==> config.mk <==
export PLATFORM = sky130hd
export DESIGN_NAME = prog_cycle_ctrl
export DESIGN_NICKNAME = d
export VERILOG_FILES = /design/src/rtl/prog_cycle_ctrl.sv
export SDC_FILE = /design/constraint.sdc
export NUM_CORES = 1
export LEC_CHECK = 0
export BUFFER_PORTS_ARGS = -buffer_cell sky130_fd_sc_hd__buf_4
export CORE_MARGIN = 1.5
export CORE_UTILIZATION = 65
export DETAILED_ROUTE_END_ITERATION = 12
export PLACE_DENSITY_LB_ADDON = 0.25
export SLEW_MARGIN = 5
export SYNTH_ARGS = -nofsm -noshare
export SYNTH_HDL_FRONTEND = slang
export SYNTH_SLANG_ARGS = --single-unit
==> constraint.sdc <==
create_clock -name clk -period 5.05 [get_ports clk]
set_input_delay 0.2525 -clock clk [delete_from_list [all_inputs] [get_ports clk]]
set_output_delay 0.2525 -clock clk [all_outputs]
set_load 0.005 [all_outputs]
==> src/rtl/prog_cycle_ctrl.sv <==
module prog_cycle_ctrl #(
  parameter int DEPTH     = 16,
  parameter int DW        = 8,
  parameter int WC_CYCLES = 200000,
  localparam int AW = $clog2(DEPTH),
  localparam int CW = $clog2(WC_CYCLES + 1)
) (
  input  logic          clk,
  input  logic          rst_n,
  input  logic          commit_req,
  input  logic [AW-1:0] commit_addr,
  input  logic [DW-1:0] commit_data,
  input  logic          supply_low,
  input  logic [AW-1:0] rd_addr,
  output logic [DW-1:0] rd_data,
  output logic          busy
);

  typedef enum logic [1:0] {ST_IDLE, ST_PROG, ST_REL} st_t;

  st_t           state;
  logic [CW-1:0] cnt;
  logic [AW-1:0] lat_addr;
  logic [DW-1:0] lat_data;
  logic [DW-1:0] mem [DEPTH];

  wire take = (state == ST_IDLE) && commit_req && !supply_low;
  wire last = (state == ST_PROG) && (cnt == CW'(WC_CYCLES - 1));

  assign busy    = (state != ST_IDLE);
  assign rd_data = mem[rd_addr];

  always_ff @(posedge clk) begin
    if (!rst_n) begin
      state    <= ST_IDLE;
      cnt      <= '0;
      lat_addr <= '0;
      lat_data <= '0;
    end else begin
      case (state)
        ST_IDLE: if (take) begin
          state    <= ST_PROG;
          cnt      <= '0;
          lat_addr <= commit_addr;
          lat_data <= commit_data;
        end
        ST_PROG: if (last) state <= ST_REL;
                 else      cnt   <= cnt + CW'(1);
        default: state <= ST_IDLE;
      endcase
    end
  end

  always_ff @(posedge clk) begin
    if (!rst_n) begin
      for (int i = 0; i < DEPTH; i++) mem[i] <= '1;
    end else if (last) begin
      mem[lat_addr] <= lat_data;
    end
  end

endmodule

Word level (Yosys, flattened, before mapping)
Memory sizes are Yosys's and may differ from the RTL's.
Cells that the tools add are included.

storage, ports and cells
  memories kept = 1
  output and inout port bits = 9
  bits in registers = 32
  RAM bits = 128
  input port bits = 20
  word-level logic and storage cells = 35

memory list
  memory  depth  width  rd ports  clocked after memory_dff  wr ports  RTL line  text
  mem     16     8      1         0                         16        25        logic [DW-1:0] mem [DEPTH];

operators by class
  muxes and demuxes = 13
  reduce and logical (&&, ||, !) cells = 11
  equality and inequality tests = 5
  add/sub/neg operators = 1

operators by type and width
  kind                     count
  $mux W18                 2
  $pmux W18 S2             1
  $add A18 B1 Y18 const B  1
  $eq A18 B18 Y1 const B   1
  $mux W8                  1
  $reduce_or A8 Y1         1
  $ne A2 B2 Y1 const B     3
  $mux W1                  5
  $mux W2                  2
  $mux W4                  1
  $pmux W2 S2              1
  $reduce_and A2 Y1        2
  $reduce_bool A2 Y1       2
  $logic_and A1 B1 Y1      3
  $reduce_and A3 Y1        1
  $eq A2 B1 Y1 const B     1
  $logic_not A2 Y1         1
  $logic_not A1 Y1         1

Longest topological paths before layout
  depth after elaboration = 7
  gate-level depth with buffers = 7
  gate-level depth less buffers = 5

Worst setup path before layout
Ideal clock, no wire load.

  path type = register to register
  start = register cnt[7]
  end = memory mem[1][0] (enable)
  setup time = 384 ps
  path buffers = 1
  data arrival time = 2406 ps
  data required time = 4666 ps
  stages on the path, launching flop included = 6
  clock period less this slack = 2790 ps
  slack = 2260 ps
  cell sequence = dfxtp_1 or4_4 or3_4 or4_1 clkbuf_2 o21ai_0

RTL lines
  item                    RTL line  text
  from (decl)             22        logic [CW-1:0] cnt;
  from (signal assigned)  48        else cnt <= cnt + CW'(1);
  to (decl)               25

==> flow_summary.ini <==
[outcome]
outcome = finished clean

[drt]
ant_nets = 0
drcViolationCount = 0
viasPerCell = 6.86
drtIter0Drc = 566
wire_per_inst_microns = 22.8
vias = 5092
totalWireLength_microns = 16900
first_pass_iters = 5

[synthesis]
muxShareOfSynthArea_pct = 12.4
synth.net_count = 606
yosysWarnings = 0
synth_edf_count = 128
synth_top_family_by_area = simple AND/OR/NAND/NOR gates
yosysSeqAreaShare_pct = 59.8
yosys.area_share.simple_pct = 18.0
synth-adder-area-share_pct = 0.167
avgSynthCellArea_sq_um = 12.8
synth_area_sq_mm = 0.00750
synthXorXnorAreaFrac_pct = 0
async_reset_ff_share_pct = 0
ys_seq_elements = 160
ys_types = 55
synth-compound-area-share_pct = 5.42
synthFlopType = edfxtp_1
synthCells = 585

[critical_path]
worstSetupPathType = flop to flop
arrival_ps = 3400
worstPathMaxFanout = 8
required_ps = 5080
critPathCaptureType = flop
critPathLaunchType = flop

[clock_network]
clk_pin_slew_ps = 60
cts_inserted_buffers = 17
clockBufferDepth = 2
clock_latency_ps = 430
clockRootBuffer = clkbuf_16
cts_tree = done
cts_setup_buffers = 0
hold_buffers = 0
cts_resized = 0
h-tree-depth = 4
clock-sinks = 160

[placement]
io_buffer_count = 28
placed_cell_area_sq_mm = 0.00771
pre_cts_ws_ps = 1770
finalWeightedCongestion = 0.882
hpwl_microns = 11100

[finish]
n_antenna_cell = 0
num-fill-cells = 753
fin_area_sq_mm = 0.00825
fin_nets = 607
drive_above_1_share_pct = 21.7
area_delta_synth_final_pct = 9.96

[floorplanning]
core-area_sq_mm = 0.0113
io_pins = 29
die_w_microns = 110
rows = 39
initial_core_util_pct = 66.2
die_h_microns = 110
dieArea_sq_mm = 0.0122

[timing]
tns_ps = 0
rsz0062_at_grt = no
hold_violations = 0
drv_slew = 0
fin_skew_ps = 14.3
fmax_mhz = 297
timing.slew.headroom_pct = 14.3
period_share_pct = 66.7
tightest_slew_ps = 1270
fin_ws_ps = 1680
setup_viol = 0
period_minus_slack_ps = 3370

[global_route]
grt_start_max_net_pins = 65
overflow = 0
gr-usage-all-layers_pct = 28.9
grt_pass1_wl_microns = 26500
grt_pass1_vias = 4851
grt_antenna_before_repair = 0

[run]
maxCapViolCount = 0

[worst_hold_path]
min_path_type = primary input to flop

[pwr]
power.leakage_nw = 2.59
power.density_mw_per_mm2 = 355
ir_drop_mv = 0.205
-- power by group --
group | leakage, nW | switching [mW] | total [mW] | internal [mW]
logic | 0.772 | 0.132 | 0.229 | 0.0968
registers | 1.55 | 0.0273 | 1.50 | 1.48
clock network | 0.269 | 0.500 | 1.19 | 0.689
total | 2.59 | 0.660 | 2.92 | 2.26
-- stage by stage --
step | utilization, % | hold slack (ps) | power, mW | std cells
4_1_cts | 72.8 | 68.2 | 2.92 | 742
5_1_grt | 72.8 | 93.8 | 2.99 | 742
2_1_floorplan | - | 388 | 1.66 | 585
3_5_place_dp | 68.1 | 481 | 1.76 | 710
6_report | 72.8 | 73.6 | 2.92 | 742
3_3_place_gp | 68.1 | 471 | 1.75 | 710
-- worst max-delay path, stage by stage (launching register included) --
cell	delay, ps
dfxtp_1	340
or4_4	560
or3_4	370
or4_1	620
o21ai_0	1070
-- sequential cells by signal, summed over array words and instances, names as in the netlist --
signal and flops:
lat_addr 4, cnt 18, state 2, mem 128, lat_data 8
-- layout make-up --
type                    count  area, sq um  share of cell area (%)
flip-flops and latches    160         4480                    54.4
multi-input cells         361         2720                    32.9
clock buffers              22          454                    5.51
repair buffers             41          308                    3.73
well taps                 143          179                    2.17
clock inverters            10         85.1                    1.03
inverters                   5         18.8                   0.228
-- worst paths after layout --
path              depth (start not counted)                       end                     start  slack, ps
setup / recovery                          4   mem[4][5]$_SDFFCE_PN1P_       cnt[7]$_SDFFE_PN0P_       1680
hold / removal                            3  lat_data[2]$_SDFFE_PN0P_            commit_data[2]         70
setup reg to reg                          4   mem[4][5]$_SDFFCE_PN1P_       cnt[7]$_SDFFE_PN0P_       1680
hold reg to reg                           2  lat_data[3]$_SDFFE_PN0P_  lat_data[3]$_SDFFE_PN0P_        490
-- cell usage in the layout (no fill, tap or decap), drive strengths merged, types with 2 or more instances in the layout --
cell type,n
edfxtp,128
o211ai,2
mux4,40
and3,3
clkinv,5
a31oi,5
nor3,8
o41ai,2
nand4b,2
nand4,5
a21o,2
o22a,4
clkbuf,22
nand2b,4
inv,8
nor4b,2
mux2i,2
nor2,15
o21ai,22
nor2b,10
buf,41
a21oi,23
dfxtp,32
nor4,3
nand2,40
or3,5
nand3,138
and4,4
or4,5
a211oi,2
-- synthesized netlist by cell type (all sizes together), types with 8 or more instances --
master | instances | area, sq um
nor2 | 15 | 56.3
a21oi | 23 | 115
dfxtp | 32 | 641
nand2 | 40 | 150
nand3 | 138 | 716
edfxtp | 128 | 3840
buf | 30 | 164
nor3 | 8 | 40.0
o21ai | 22 | 110
clkbuf | 29 | 130
nor2b | 10 | 62.6
mux4 | 40 | 901
-- metal layers --
metal | wire length (microns) | track usage [%]
met3 | 1820 | 5.54
met5 | 0 | 0
met2 | 8350 | 46.7
met4 | 347 | 11.6
met1 | 6420 | 39.4
-- cells by family after synthesis --
logic type,Yosys count
DFF,160
AOI/OAI and AO/OA,67
buffers and inverters,64
and+or+nand+nor,250
muxes,43
adders and majority gates,1
Note: power is estimated with default switching activity, not from simulation.
